==> config.mk <==
export PLATFORM = sky130hd
export DESIGN_NAME = bcsr_top
export DESIGN_NICKNAME = d
export VERILOG_FILES = /design/src/rtl/bcsr_pkg.sv /design/src/rtl/bcsr_decode.sv /design/src/rtl/bcsr_bank.sv /design/src/rtl/bcsr_top.sv
export SDC_FILE = /design/constraint.sdc
export NUM_CORES = 2
export LEC_CHECK = 0
export ABC_AREA = 1
export ABC_CLOCK_PERIOD_IN_PS = 2800
export BUFFER_PORTS_ARGS = -buffer_cell sky130_fd_sc_hd__buf_4
export CAP_MARGIN = 30
export CORE_AREA = 2 2 387 389
export DETAILED_ROUTE_END_ITERATION = 12
export DIE_AREA = 0 0 389 391
export HOLD_SLACK_MARGIN = 0.05
export PLACE_DENSITY = 0.43
export SLEW_MARGIN = 20
export SYNTH_ARGS = -nofsm -noshare
export SYNTH_HDL_FRONTEND = slang
export SYNTH_SLANG_ARGS = --single-unit
==> constraint.sdc <==
create_clock -name clk -period 2.8 [get_ports clk]
set_clock_uncertainty 0.1 [all_clocks]
set_input_delay 0.56 -clock clk [delete_from_list [all_inputs] [get_ports clk]]
set_output_delay 0.56 -clock clk [all_outputs]
set_load 0.1 [all_outputs]
==> src/rtl/bcsr_pkg.sv <==
package bcsr_pkg;
  localparam int NWIN    = 4;
  localparam int DW      = 64;
  localparam int SLOT_W  = $clog2(NWIN);
  localparam int IDX_MASK0 = NWIN;
  localparam int IDX_XLAT0 = 2 * NWIN;
  localparam int IDX_CTL   = 3 * NWIN;
  localparam int IDX_ESTAT = 15;
  localparam int IDX_EMASK = 16;
  localparam int IDX_TINV  = 19;
  localparam logic [DW-1:0] CTL_RST =
    (DW'(1) << 20) | (DW'(1) << 32) | (DW'(2) << 36);

  typedef enum logic [2:0] {
    K_BASE, K_MASK, K_XLAT, K_CTL, K_ESTAT, K_EMASK, K_TINV, K_BAD
  } kind_e;

  typedef struct packed {
    kind_e             kind;
    logic [SLOT_W-1:0] slot;
    logic              err;
  } dec_t;
endpackage

==> src/rtl/bcsr_decode.sv <==
module bcsr_decode
  import bcsr_pkg::*;
#(
  parameter int          ADDR_W    = 16,
  parameter int unsigned APERTURE  = 32'h0FFF,
  parameter int          STRIDE_LG = 6
) (
  input  logic [ADDR_W-1:0] addr,
  input  logic [1:0]        size,
  input  logic              write,
  output dec_t              dec
);
  int unsigned idx;
  logic        in_ap;
  logic        size_ok;

  always_comb begin
    idx     = 32'(addr >> STRIDE_LG);
    in_ap   = 32'(addr) < APERTURE;
    size_ok = (size == 2'd3);
    dec.slot = '0;
    if (idx < 32'(IDX_MASK0)) begin
      dec.kind = K_BASE;
      dec.slot = SLOT_W'(idx);
    end else if (idx < 32'(IDX_XLAT0)) begin
      dec.kind = K_MASK;
      dec.slot = SLOT_W'(idx - 32'(IDX_MASK0));
    end else if (idx < 32'(IDX_CTL)) begin
      dec.kind = K_XLAT;
      dec.slot = SLOT_W'(idx - 32'(IDX_XLAT0));
    end else if (idx == 32'(IDX_CTL))   dec.kind = K_CTL;
    else if (idx == 32'(IDX_ESTAT))     dec.kind = K_ESTAT;
    else if (idx == 32'(IDX_EMASK))     dec.kind = K_EMASK;
    else if (idx == 32'(IDX_TINV))      dec.kind = K_TINV;
    else                                dec.kind = K_BAD;
    dec.err = !in_ap || !size_ok || (dec.kind == K_BAD) ||
              (dec.kind == K_EMASK && write);
  end
endmodule

==> src/rtl/bcsr_bank.sv <==
module bcsr_bank
  import bcsr_pkg::*;
(
  input  logic                      clk,
  input  logic                      rst,
  input  logic                      we,
  input  kind_e                     kind,
  input  logic [SLOT_W-1:0]         slot,
  input  logic [DW-1:0]             wdata,
  output logic [NWIN-1:0][DW-1:0]   base_o,
  output logic [NWIN-1:0][DW-1:0]   mask_o,
  output logic [NWIN-1:0][DW-1:0]   xlat_o,
  output logic [DW-1:0]             ctl_o,
  output logic [DW-1:0]             rdata
);
  for (genvar g = 0; g < NWIN; g++) begin : g_slot
    logic [DW-1:0] b_q, m_q, x_q;
    logic          hit;
    assign hit = we && (slot == SLOT_W'(g));
    always_ff @(posedge clk) begin
      if (rst) begin
        b_q <= '0;
        m_q <= '0;
        x_q <= '0;
      end else if (hit) begin
        if (kind == K_BASE) b_q <= wdata;
        if (kind == K_MASK) m_q <= wdata;
        if (kind == K_XLAT) x_q <= wdata;
      end
    end
    assign base_o[g] = b_q;
    assign mask_o[g] = m_q;
    assign xlat_o[g] = x_q;
  end

  always_ff @(posedge clk) begin
    if (rst)                       ctl_o <= CTL_RST;
    else if (we && kind == K_CTL)  ctl_o <= wdata;
  end

  always_comb begin
    case (kind)
      K_BASE:  rdata = base_o[slot];
      K_MASK:  rdata = mask_o[slot];
      K_XLAT:  rdata = xlat_o[slot];
      K_CTL:   rdata = ctl_o;
      default: rdata = '0;
    endcase
  end

  // a control write lands on the export one cycle later
  a_r4_ctl_write: assert property (@(posedge clk) disable iff (rst)
    (we && kind == K_CTL) |=> (ctl_o == $past(wdata)));
  // the silent stubs never touch the control register
  a_r7_stub_keeps_ctl: assert property (@(posedge clk) disable iff (rst)
    (we && (kind == K_ESTAT || kind == K_TINV)) |=> $stable(ctl_o));
endmodule

==> src/rtl/bcsr_top.sv <==
module bcsr_top
  import bcsr_pkg::*;
#(
  parameter int          ADDR_W   = 16,
  parameter int unsigned APERTURE = 32'h0FFF
) (
  input  logic                 clk,
  input  logic                 rst,
  input  logic                 req_valid,
  output logic                 req_ready,
  input  logic                 req_write,
  input  logic [ADDR_W-1:0]    req_addr,
  input  logic [1:0]           req_size,
  input  logic [DW-1:0]        req_wdata,
  output logic                 rsp_valid,
  output logic                 rsp_err,
  output logic [DW-1:0]        rsp_rdata,
  output logic [NWIN*DW-1:0]   win_base_o,
  output logic [NWIN*DW-1:0]   win_mask_o,
  output logic [NWIN*DW-1:0]   xlat_base_o,
  output logic [DW-1:0]        ctl_o
);
  dec_t                    dec;
  logic                    fire;
  logic                    we;
  logic [DW-1:0]           rd;
  logic [NWIN-1:0][DW-1:0] base_w, mask_w, xlat_w;

  assign req_ready = !rst;
  assign fire      = req_valid && req_ready;
  assign we        = fire && req_write && !dec.err;

  bcsr_decode #(.ADDR_W(ADDR_W), .APERTURE(APERTURE), .STRIDE_LG(6)) u_dec (
    .addr(req_addr), .size(req_size), .write(req_write), .dec(dec)
  );

  bcsr_bank u_bank (
    .clk(clk), .rst(rst), .we(we), .kind(dec.kind), .slot(dec.slot),
    .wdata(req_wdata), .base_o(base_w), .mask_o(mask_w), .xlat_o(xlat_w),
    .ctl_o(ctl_o), .rdata(rd)
  );

  assign win_base_o  = base_w;
  assign win_mask_o  = mask_w;
  assign xlat_base_o = xlat_w;

  always_ff @(posedge clk) begin
    if (rst) begin
      rsp_valid <= 1'b0;
      rsp_err   <= 1'b0;
      rsp_rdata <= '0;
    end else begin
      rsp_valid <= fire;
      rsp_err   <= fire && dec.err;
      rsp_rdata <= (fire && !req_write && !dec.err) ? rd : '0;
    end
  end

  // exactly one response per accepted request
  a_r3_rsp_after_fire: assert property (@(posedge clk) disable iff (rst)
    fire |=> rsp_valid);
  a_r3_no_rsp_idle: assert property (@(posedge clk) disable iff (rst)
    !fire |=> !rsp_valid);
  // bad size code is an error
  a_r5_size_err: assert property (@(posedge clk) disable iff (rst)
    (fire && req_size != 2'd3) |=> rsp_err);
  // outside the aperture is an error
  a_r6_aperture_err: assert property (@(posedge clk) disable iff (rst)
    (fire && 32'(req_addr) >= APERTURE) |=> rsp_err);
  // errored responses carry no data
  a_r11_err_zero: assert property (@(posedge clk) disable iff (rst)
    rsp_err |-> (rsp_rdata == '0));
  a_r11_err_write_stable: assert property (@(posedge clk) disable iff (rst)
    (fire && req_write && req_size != 2'd3) |=>
      ($stable(ctl_o) && $stable(win_base_o) && $stable(win_mask_o) &&
       $stable(xlat_base_o)));
  // a write to the error-mask slot is an error
  a_r9_emask_write: assert property (@(posedge clk) disable iff (rst)
    (fire && req_write && req_size == 2'd3 && (req_addr >> 6) == ADDR_W'(16))
      |=> rsp_err);
endmodule

==> metrics.txt <==
yosys warns=0; row count=142; Via density=4.45; final hold vios=0; power per cell area=491 mW/mm²; number of buffers created by CTS=109; Data arrival, critical path=1790 ps; post-synthesis sequential area ratio=43.3%; worst min path class=in -> reg; Tcrit/Tclk final=87.4%; PortBufs=978; clock latency on the worst-skew pair=730 ps; Setup Fix Bufs, Post-CTS=0; Max Slew Vio Count=0; Starting Density=27.9%; critical path peak fanout=3; Detailed Route WL=208000 µm; Slowest-stage cell, CP=dfxtp_1; Die Area=0.152 mm²; Synth Area per Inst=6.04 µm²; clock sink count=898; first-pass GRT wire length=293000 µm; Placed Cells=9601; synthesized area=0.0415 mm²; CP cell instances=buf_4; H-tree Lvls=3; CORE AREA=0.149 mm²; Die H=391 µm; commonest cells after routing, fill and taps aside=nand2_1 (2220), nor2_1 (1796), buf_4 (1149), dfxtp_1 (898), inv_1 (843); Clock Pin Slew Worst Setup and Hold Paths=60 ps; commonest non-fill, non-tap cell in the layout=nand2_1; Final GP Congestion=0.895; GRT overflow=0; CTS root buf=clkbuf_16; chip width=389 µm; initial drt markers=2856; DPL Wire Length=149000 µm; DRC=0; syn nets=6961; CTS Buffer Depth=3; CP Capture Type=output pin; layout cells sized above 1=18.1%; DR vias=43700; post-route ant nets=0; # IOs=985; wire per inst=21.1 µm; area grow syn2layout=35.5%; RSZ-0062 raised after global routing=no; setup violators final=0; maximum VDD drop=0.000476 V; CP delay by family, top=flip-flops; Final Non-Filler Cells=9819; minimum clock period=2450 ps; slowest cell delay on critical path=660 ps; synth unique cells=22; vias in the first global route=40300; flop2flop setup slack=1360 ps; Critical Path RT=2140 ps; FMAX=409 MHz; maxcap violations=0; Post-Syn Instances=6875; CP Launch Type=flop; #FFs+latches synth=898; crit path kind=reg -> out; CTS tree=done; status=completed; Placement Cell Area=0.0525 mm²; Final nets=7873; final instance area=0.0562 mm²; largest net degree at the start of global routing=139; Least-Margin Pin Slew=793 ps; first-pass detailed-route iteration total=5; initial antenna violation count=9; Leakage=30.3 nW; Global Route Usage Sum=26.2%; Critical path buffers and inverters=1; Slew headroom=47.1%
==> report_power, final <==
group	internal, W	leakage, nW	switching (W)	total [W]
Sequential	0.0128	7.23	0.00000292	0.0128
Combinational	0.000145	21.4	0.000603	0.000748
Clock	0.00800	1.72	0.00606	0.0141
==> Yosys cell counts <==
| master | n | area (µm²) |
|---|---|---|
| nor3_4 | 2 | 32.5 |
| nand3_1 | 41 | 205 |
| buf_1 | 84 | 315 |
| nor2_2 | 4 | 25.0 |
| nand4_1 | 17 | 106 |
| buf_4 | 12 | 90.1 |
| nand2_2 | 1 | 6.26 |
| buf_2 | 136 | 681 |
| inv_1 | 844 | 3170 |
| o211ai_1 | 1 | 7.51 |
| dfxtp_1 | 898 | 18000 |
| nor2_1 | 1798 | 6750 |
| nand4_2 | 1 | 12.5 |
| o21ai_1 | 46 | 230 |
| o21ai_0 | 530 | 2650 |
| nor3_1 | 1 | 5.00 |
| clkbuf_1 | 227 | 852 |
| clkinv_1 | 2 | 7.51 |
| a21oi_1 | 2 | 10.0 |
| nand2_1 | 2223 | 8340 |
| nor3_2 | 1 | 10.0 |
| inv_2 | 4 | 15.0 |
==> sequential cells by signal, indices dropped and copies added (netlist names) <==
signal	flops
u_bank.g_slot.x_q	256
rsp_valid	1
u_bank.ctl_o	64
u_bank.g_slot.b_q	256
rsp_rdata	64
u_bank.g_slot.m_q	256
rsp_err	1
==> cells by family (layout without fill, tap and decap cells) <==
group                  Yosys count  count (layout)  synth area share [%]
DFF                            898             898                  43.3
other                            0               2                     0
and+or+nand+nor               4089            4089                  37.3
AOI/OAI and AO/OA              579             579                  6.99
buffers and inverters         1309            2307                  12.4
==> metrics by stage <==
step	TNS, ps	utilization [%]	setup slack (ps)	total power (W)	hold slack [ps]
2_1_floorplan	0	-	224	0.0134	595
3_3_place_gp	-31910	35.4	-196	0.0138	378
3_5_place_dp	-50770	35.4	-218	0.0138	396
4_1_cts	0	37.8	310	0.0279	50.2
5_1_grt	0	37.9	318	0.0284	74.3
6_report	0	37.9	352	0.0276	102
==> repair_timing <==
item,4_1_cts,5_1_grt
setup endpoints to repair,0,0
hold buffers,19,0
resized for setup,0,0
hold endpoints to repair,105,0
==> path summary, 6_finish.rpt <==
check / start / to / cells past startpoint
setup / recovery: u_bank.g_slot[1].m_q[43] / win_mask_o[107] / 1
hold / removal: req_wdata[1] / u_bank.g_slot[1].x_q[1] / 3
setup reg to reg: u_bank.g_slot[1].m_q[8] / rsp_rdata[8] / 7
hold reg to reg: u_bank.ctl_o[32] / u_bank.ctl_o[32] / 2
==> per-layer routing <==
layer	global-route usage, %	up-vias	routed length, µm
met2	43.2	1238	95600
met4	9.10	10	7840
met3	6.73	297	14300
li1	-	22000	-
met1	33.0	20100	89700
met5	0	-	62
==> layout make-up <==
cell class / count / area [µm²]
diodes: 2 / 5.00
clock buffers: 171 / 3270
clock inverters: 26 / 215
fillers: 15900 / 92300
inverters: 850 / 3200
multi-input cells: 4668 / 18500
flip-flops and latches: 898 / 18000
well taps: 1944 / 2430
repair buffers: 1260 / 10700
(Power assumes the default switching activity.)
